==> config.mk <==
export PLATFORM = sky130hd
export DESIGN_NAME = hdlc_ui_codec
export DESIGN_NICKNAME = d
export VERILOG_FILES = /design/src/rtl/hdlc_ui_pkg.sv /design/src/rtl/hdlc_ui_tx.sv /design/src/rtl/hdlc_ui_rx.sv /design/src/rtl/hdlc_ui_codec.sv
export SDC_FILE = /design/constraint.sdc
export NUM_CORES = 1
export LEC_CHECK = 0
export BUFFER_PORTS_ARGS = -buffer_cell sky130_fd_sc_hd__buf_2
export CAP_MARGIN = 25
export CORE_ASPECT_RATIO = 0.7
export CORE_MARGIN = 4
export CORE_UTILIZATION = 58
export CTS_BUF_LIST = sky130_fd_sc_hd__clkbuf_16
export DETAILED_ROUTE_END_ITERATION = 8
export GPL_TIMING_DRIVEN = 0
export PLACE_DENSITY_LB_ADDON = 0.08
export SLEW_MARGIN = 5
export SYNTH_ARGS = -nofsm -noshare
export SYNTH_HDL_FRONTEND = slang
export SYNTH_SLANG_ARGS = --single-unit
==> constraint.sdc <==
create_clock -name clk -period 2.75 [get_ports clk]
set_clock_uncertainty 0.1 [all_clocks]
set_input_delay 0.4125 -clock clk [delete_from_list [all_inputs] [get_ports clk]]
set_output_delay 0.4125 -clock clk [all_outputs]
set_load 0.05 [all_outputs]
==> src/rtl/hdlc_ui_pkg.sv <==
package hdlc_ui_pkg;
  localparam int BYTE_W = 8;
  localparam logic [BYTE_W-1:0] FLAG_B  = 8'h7E;
  localparam logic [BYTE_W-1:0] ESC_B   = 8'h7D;
  localparam logic [BYTE_W-1:0] ESC_XOR = 8'h20;
  localparam logic [15:0] CRC_INIT   = 16'hFFFF;
  localparam logic [15:0] CRC_POLY_R = 16'h8408;
  localparam logic [15:0] CRC_RESID  = 16'hF0B8;

  // Reflected CRC-16 update over one byte, LSB first
  function automatic logic [15:0] crc16_upd(input logic [15:0] c, input logic [BYTE_W-1:0] b);
    logic [15:0] r;
    r = c ^ {8'h00, b};
    for (int k = 0; k < BYTE_W; k++)
      r = r[0] ? ((r >> 1) ^ CRC_POLY_R) : (r >> 1);
    return r;
  endfunction

  function automatic logic needs_escape(input logic [BYTE_W-1:0] b);
    return (b == FLAG_B) || (b == ESC_B);
  endfunction

  function automatic logic [BYTE_W-1:0] ui_ctrl(input logic pf);
    return {3'b000, pf, 4'b0011};
  endfunction

  function automatic logic is_ui_ctrl(input logic [BYTE_W-1:0] c);
    return (c & 8'hEF) == 8'h03;
  endfunction
endpackage

==> src/rtl/hdlc_ui_tx.sv <==
module hdlc_ui_tx
  import hdlc_ui_pkg::*;
(
  input  logic              clk,
  input  logic              rst_n,
  input  logic [BYTE_W-1:0] tx_addr,
  input  logic              tx_pf,
  input  logic [BYTE_W-1:0] tx_data,
  input  logic              tx_last,
  input  logic              tx_valid,
  output logic              tx_ready,
  output logic [BYTE_W-1:0] ser_tx_byte,
  output logic              ser_tx_valid,
  input  logic              ser_tx_ready,
  output logic              esc_ev,
  output logic              in_body
);
  typedef enum logic [2:0] {
    T_IDLE, T_OPEN, T_ADDR, T_CTRL, T_DATA, T_CRCL, T_CRCH, T_CLOSE
  } tx_st_e;

  tx_st_e            st;
  logic [BYTE_W-1:0] addr_q;
  logic              pf_q;
  logic [15:0]       crc;
  logic              esc_done;
  logic [BYTE_W-1:0] raw;
  logic              need_esc;
  logic              fire;
  logic              step;

  always_comb begin
    case (st)
      T_ADDR:  raw = addr_q;
      T_CTRL:  raw = ui_ctrl(pf_q);
      T_DATA:  raw = tx_data;
      T_CRCL:  raw = ~crc[7:0];
      T_CRCH:  raw = ~crc[15:8];
      default: raw = FLAG_B;
    endcase
  end

  assign in_body      = (st == T_ADDR) || (st == T_CTRL) || (st == T_DATA) ||
                        (st == T_CRCL) || (st == T_CRCH);
  assign need_esc     = in_body && needs_escape(raw);
  assign ser_tx_valid = (st != T_IDLE) && ((st != T_DATA) || tx_valid);
  assign ser_tx_byte  = (need_esc && !esc_done) ? ESC_B :
                        (need_esc ? (raw ^ ESC_XOR) : raw);
  assign fire         = ser_tx_valid && ser_tx_ready;
  assign esc_ev       = fire && need_esc && !esc_done;
  assign step         = fire && (!need_esc || esc_done);
  assign tx_ready     = (st == T_DATA) && step;

  always_ff @(posedge clk or negedge rst_n) begin
    if (!rst_n) begin
      st       <= T_IDLE;
      addr_q   <= '0;
      pf_q     <= 1'b0;
      crc      <= CRC_INIT;
      esc_done <= 1'b0;
    end else begin
      if (esc_ev)    esc_done <= 1'b1;
      else if (step) esc_done <= 1'b0;
      case (st)
        T_IDLE: if (tx_valid) begin
          addr_q <= tx_addr;
          pf_q   <= tx_pf;
          crc    <= CRC_INIT;
          st     <= T_OPEN;
        end
        T_OPEN: if (step) st <= T_ADDR;
        T_ADDR: if (step) begin crc <= crc16_upd(crc, raw); st <= T_CTRL; end
        T_CTRL: if (step) begin crc <= crc16_upd(crc, raw); st <= T_DATA; end
        T_DATA: if (step) begin
          crc <= crc16_upd(crc, raw);
          if (tx_last) st <= T_CRCL;
        end
        T_CRCL:  if (step) st <= T_CRCH;
        T_CRCH:  if (step) st <= T_CLOSE;
        default: if (step) st <= T_IDLE;
      endcase
    end
  end
endmodule

==> src/rtl/hdlc_ui_rx.sv <==
module hdlc_ui_rx
  import hdlc_ui_pkg::*;
#(
  parameter logic [7:0] BCAST = 8'hFF
) (
  input  logic              clk,
  input  logic              rst_n,
  input  logic [BYTE_W-1:0] my_addr,
  input  logic [BYTE_W-1:0] ser_rx_byte,
  input  logic              ser_rx_valid,
  output logic [BYTE_W-1:0] rx_addr,
  output logic              rx_pf,
  output logic [BYTE_W-1:0] rx_data,
  output logic              rx_data_valid,
  output logic              rx_end,
  output logic              rx_good,
  output logic              rx_bad
);
  localparam int HOLD = 2;            // bytes held back as check sequence
  localparam int CNT_MAX = HOLD + 2;  // address + control + held bytes
  localparam int CNT_W = $clog2(CNT_MAX + 1);

  logic              in_frame;
  logic              esc;
  logic [CNT_W-1:0]  cnt;
  logic              addr_ok;
  logic [BYTE_W-1:0] ctrl_q;
  logic [BYTE_W-1:0] hold_q [HOLD];
  logic [15:0]       crc;
  logic [BYTE_W-1:0] dbyte;
  logic              is_flag;
  logic              frame_ok;
  logic              report;

  assign is_flag  = ser_rx_byte == FLAG_B;
  assign dbyte    = esc ? (ser_rx_byte ^ ESC_XOR) : ser_rx_byte;
  assign frame_ok = (cnt == CNT_W'(CNT_MAX)) && !esc && (crc == CRC_RESID) && is_ui_ctrl(ctrl_q);
  assign report   = (cnt == '0) ? esc : addr_ok;

  always_ff @(posedge clk or negedge rst_n) begin
    if (!rst_n) begin
      in_frame <= 1'b0;
      esc      <= 1'b0;
      cnt      <= '0;
      addr_ok  <= 1'b0;
      ctrl_q   <= '0;
      crc      <= CRC_INIT;
      for (int i = 0; i < HOLD; i++) hold_q[i] <= '0;
      rx_addr  <= '0;
      rx_pf    <= 1'b0;
      rx_data  <= '0;
      rx_data_valid <= 1'b0;
      rx_end   <= 1'b0;
      rx_good  <= 1'b0;
      rx_bad   <= 1'b0;
    end else begin
      rx_data_valid <= 1'b0;
      rx_end   <= 1'b0;
      rx_good  <= 1'b0;
      rx_bad   <= 1'b0;
      if (ser_rx_valid) begin
        if (is_flag) begin
          if (in_frame && report) begin
            rx_end  <= 1'b1;
            rx_good <= frame_ok;
            rx_bad  <= !frame_ok;
          end
          in_frame <= 1'b1;
          esc      <= 1'b0;
          cnt      <= '0;
          crc      <= CRC_INIT;
        end else if (in_frame) begin
          if (ser_rx_byte == ESC_B && !esc) begin
            esc <= 1'b1;
          end else begin
            esc <= 1'b0;
            crc <= crc16_upd(crc, dbyte);
            if (cnt == '0) begin
              rx_addr <= dbyte;
              addr_ok <= (dbyte == my_addr) || (dbyte == BCAST);
            end else if (cnt == CNT_W'(1)) begin
              ctrl_q <= dbyte;
              rx_pf  <= dbyte[4];
            end else begin
              for (int i = HOLD - 1; i > 0; i--) hold_q[i] <= hold_q[i-1];
              hold_q[0] <= dbyte;
              if (cnt == CNT_W'(CNT_MAX) && addr_ok) begin
                rx_data       <= hold_q[HOLD-1];
                rx_data_valid <= 1'b1;
              end
            end
            if (cnt != CNT_W'(CNT_MAX)) cnt <= cnt + 1'b1;
          end
        end
      end
    end
  end
endmodule

==> src/rtl/hdlc_ui_codec.sv <==
module hdlc_ui_codec
  import hdlc_ui_pkg::*;
#(
  parameter logic [7:0] BCAST = 8'hFF
) (
  input  logic       clk,
  input  logic       rst_n,
  input  logic [7:0] my_addr,
  input  logic [7:0] tx_addr,
  input  logic       tx_pf,
  input  logic [7:0] tx_data,
  input  logic       tx_last,
  input  logic       tx_valid,
  output logic       tx_ready,
  output logic [7:0] ser_tx_byte,
  output logic       ser_tx_valid,
  input  logic       ser_tx_ready,
  input  logic [7:0] ser_rx_byte,
  input  logic       ser_rx_valid,
  output logic [7:0] rx_addr,
  output logic       rx_pf,
  output logic [7:0] rx_data,
  output logic       rx_data_valid,
  output logic       rx_end,
  output logic       rx_good,
  output logic       rx_bad
);
  logic tx_esc_ev;   // escape byte leaves this cycle
  logic tx_in_body;  // between opening and closing flag

  hdlc_ui_tx u_tx (
    .clk(clk), .rst_n(rst_n),
    .tx_addr(tx_addr), .tx_pf(tx_pf), .tx_data(tx_data),
    .tx_last(tx_last), .tx_valid(tx_valid), .tx_ready(tx_ready),
    .ser_tx_byte(ser_tx_byte), .ser_tx_valid(ser_tx_valid),
    .ser_tx_ready(ser_tx_ready),
    .esc_ev(tx_esc_ev), .in_body(tx_in_body)
  );

  hdlc_ui_rx #(.BCAST(BCAST)) u_rx (
    .clk(clk), .rst_n(rst_n), .my_addr(my_addr),
    .ser_rx_byte(ser_rx_byte), .ser_rx_valid(ser_rx_valid),
    .rx_addr(rx_addr), .rx_pf(rx_pf), .rx_data(rx_data),
    .rx_data_valid(rx_data_valid), .rx_end(rx_end),
    .rx_good(rx_good), .rx_bad(rx_bad)
  );
endmodule

==> results.ini <==
[critical_path]
worstPathArrival_ns = 2.34
critPathSlowestCell = dfrtp_2
timing.rr.end = u_tx.crc[4]$_DFFE_PN1P_
cp_cell_sequence = buf_6, nor3b_4, o21ai_2, a31oi_1, nor3_2, nand4_4, nor3b_4, buf_6
crit_path_start_kind = register
cp-end-kind = output port
cp_num_buf_inv = 2
cp_max_fo = 8
r2r_slack_ns = 0.14
rr_startpoint = u_tx.st[0]$_DFFE_PN0P_
crit_family = simple AND/OR/NAND/NOR gates
rr_worst_depth = 11
slowest_delay_ns = 0.49
crit_type = reg2out
critical_path_required_ns = 2.24

[yosys]
ys.flop_type = dfrtp_1
synthesis.nets = 496
synth_edf_count = 0
synth_cell_types = 68
async_flop_share_pct = 100.0
synth.avg_cell_area_sq_um = 11.33
synth-seq-cells = 95
ys_seq_area_share_pct = 47.01
yosysWarnings = 0
syn_area_sq_um = 5142
synthCells = 454

[global_route]
antenna_found_initial = 0
track_usage_pct = 24.91
grt_overflow = 0
grt_max_degree = 72
grt_pass1_wl_microns = 20160
grt_pass1_vias = 3824

[floorplan]
row_count = 28
start_util_pct = 60.16
coreArea_sq_um = 8548
ioPinCount = 70
fp.dieH_microns = 86.78
dieArea_sq_um = 10460
die_x_microns = 120.5

[power]
clockPowerShare_pct = 12.9
powerDensity_nw_per_um2 = 1534
power_mw = 9.442
leakagePower_nw = 2.605
peakVddDrop_v = 0.0007818
p_comb_share_pct = 57.5
netSwitchingFraction_pct = 45.24
power_frac_seq_pct = 29.6
p_int_mw = 5.171
switching_power_mw = 4.271

[routing]
wl_per_cell_microns = 18.84
drt_first_iter_violations = 327
vias_per_cell = 5.825
ant_nets = 0
drc_errors = 0
vias = 3897
wl_microns = 12610
drt-pass1-iter-count = 5

[sta]
timing.fmax_mhz = 351.0
period_minus_slack_ns = 2.849
setup_tns_ns = -0.2166
layout_setup_ws_ns = -0.09940
report.final.hold_viol_count = 0
slew_headroom_pct = 47.57
post-route-period-util_pct = 103.6
drv_slew = 0
worst_pin_slew_ns = 0.7808
grt_setup_unrepaired = yes
setup_viol = 3

[place]
io_buffer_count = 67
placed_cell_area_sq_um = 5674
gp_congestion = 0.9303
dpl.hpwl_microns = 8934

[min_path]
min_to = u_tx.pf_q$_DFFE_PN0P_
hp-class = in2reg
min_path_cells = 2
hold_start = tx_pf

[finish]
drive_gt1_share_pct = 42.08
stdcell_area_sq_um = 6155
synthToLayoutAreaGrowth_pct = 19.68
nFillCells = 627
diodes = 0
num-nets-final = 587

[run_status]
violations = setup timing
status = complete, but fails checks

[cts]
clock-root-buffer = clkbuf_16
cts_sinks = 95
insertion_delay_ns = 0.34
h-tree-depth = 3
tritoncts = built
numCtsBuffers = 9
clkTransAtPathRegs_ns = 0.06
max-clock-path-buffers = 2

[flow_run]
cap_violations = 0

-- synthesized netlist by cell type, types with 3 or more instances --
library cell / n / area (sq um)
dfrtp_1: 63 / 1577
mux2_2: 43 / 484.2
a21oi_1: 35 / 175.2
dfstp_2: 32 / 840.8
nor2_1: 31 / 116.4
xnor2_1: 28 / 245.2
nand2_1: 27 / 101.4
xor2_1: 23 / 201.4
o21ai_0: 12 / 60.06
nand2b_1: 11 / 68.82
a2bb2oi_2: 10 / 150.1
inv_1: 9 / 33.78
nor3b_1: 9 / 67.56
o21ai_1: 7 / 35.03
buf_2: 6 / 30.03
buf_6: 6 / 67.56
clkbuf_1: 5 / 18.77
nand3_1: 5 / 25.02
nor2b_1: 5 / 31.28
a211oi_1: 4 / 30.03
a31oi_1: 4 / 25.02
and2_1: 4 / 25.02
nand4_1: 4 / 25.02
nor4_1: 4 / 25.02
xor2_2: 4 / 65.06
a2bb2oi_1: 3 / 26.28
and2b_1: 3 / 22.52
buf_4: 3 / 22.52
ha_1: 3 / 37.54
mux2_1: 3 / 33.78
o22a_1: 3 / 26.28
-- final cells by class --
type	instances	area, sq um	share of cell area [%]
inverters	10	43.79	0.7115
clock buffers	9	225.2	3.659
flip-flops and latches	95	2421	39.34
repair buffers	80	483.0	7.847
plain buffers	21	150.1	2.440
clock inverters	6	61.31	0.9961
well taps	120	150.1	2.440
multi-input cells	328	2620	42.57
-- per-layer routing --
metal  GRT usage [%]  vias up  wire [microns]
met5               0        -               0
met4           6.070        0             181
met3           4.697       24             854
met2           36.70      150            5472
met1           38.26     1934            6096
li1                -     1789               -
-- worst max path at each step --
stage                            from              to  slack [ns]  cells past startpoint
2_1_floorplan  u_tx.st[2]$_DFFE_PN0P_        tx_ready        0.01                      6
3_3_place_gp   u_tx.st[0]$_DFFE_PN0P_        tx_ready        0.08                      7
3_5_place_dp   u_tx.st[0]$_DFFE_PN0P_  ser_tx_byte[1]        0.06                      8
4_1_cts        u_tx.st[0]$_DFFE_PN0P_        tx_ready       -0.03                      8
5_1_grt        u_tx.st[0]$_DFFE_PN0P_        tx_ready       -0.16                      8
6_report       u_tx.st[0]$_DFFE_PN0P_        tx_ready        -0.1                      8
-- cell families (layout without fill, tap and decap cells) --
| kind of cell | count (synthesis) | after routing | share of synthesized area [%] |
|---|---|---|---|
| multiplexers | 48 | 48 | 10.46 |
| XOR/XNOR | 56 | 56 | 10.39 |
| flip-flops | 95 | 95 | 47.01 |
| adder cells (fa/ha/maj) | 3 | 3 | 0.7300 |
| buffers and inverters | 31 | 126 | 3.552 |
| AND/OR/NAND/NOR | 122 | 122 | 13.36 |
| AO/OA/AOI/OAI | 99 | 99 | 14.50 |
-- registers in the layout, summed over array words and instances, names as in the netlist --
signal              count
u_tx.addr_q             8
u_rx.esc                1
u_tx.st                 3
u_rx.rx_bad             1
u_rx.rx_data            8
u_rx.cnt                3
u_rx.ctrl_q             8
u_rx.rx_good            1
u_tx.pf_q               1
u_rx.rx_addr            8
u_rx.rx_end             1
u_tx.esc_done           1
u_rx.in_frame           1
u_rx.crc               16
u_tx.crc               16
u_rx.hold_q            16
u_rx.addr_ok            1
u_rx.rx_data_valid      1
-- power by group through the flow --
stage / combinational (mW) / sequential, mW / clock [mW]
global route: 5.80 / 2.88 / 1.29
finish: 5.43 / 2.80 / 1.21
floorplan: 3.68 / 3.04 / 0
detailed placement: 5.04 / 2.77 / 0
CTS: 5.26 / 2.76 / 1.23
global placement: 4.94 / 2.72 / 0
-- placed cells by master, fill, tap and decap left out, types with 4 or more instances in the layout --
cell type and n:
clkbuf_16 9, buf_4 14, o21ai_2 4, nor4_1 4
a31oi_1 4, mux2_2 43, dfstp_2 32, buf_6 11
nor3b_1 7, nand3_1 5, xor2_2 4, buf_2 67
nor2_1 31, inv_1 8, nand2_1 27, o21ai_0 10
dfrtp_1 60, a21oi_1 33, xnor2_1 28, xor2_1 23
nor2b_1 5, nand2b_1 10, clkbuf_1 4, o21ai_1 6
nand4_1 4, a2bb2oi_2 10
-- per-stage QoR --
step | utilization (%) | setup slack, ns | instances | hold WS [ns]
final | 72.00 | -0.09940 | 669 | 0.2014
after detailed placement | 66.38 | 0.06493 | 642 | 0.2406
after floorplan | - | 0.01226 | 454 | 0.01691
after CTS | 70.96 | -0.02543 | 665 | 0.1930
after global routing | 72.00 | -0.1572 | 669 | 0.1939
after global placement | 66.03 | 0.08152 | 641 | 0.3615
-- repair_timing --
item                                   in CTS  in global routing
setup buffers                               6                  4
cloned                                      1                  0
setup endpoints to repair                   4                  4
endpoints found under the hold margin      24                  0
pin swaps                                  11                  7
resized for setup                          18                 13
hold buffers                                1                  0
No activity file was read; power rests on OpenSTA's default activity.
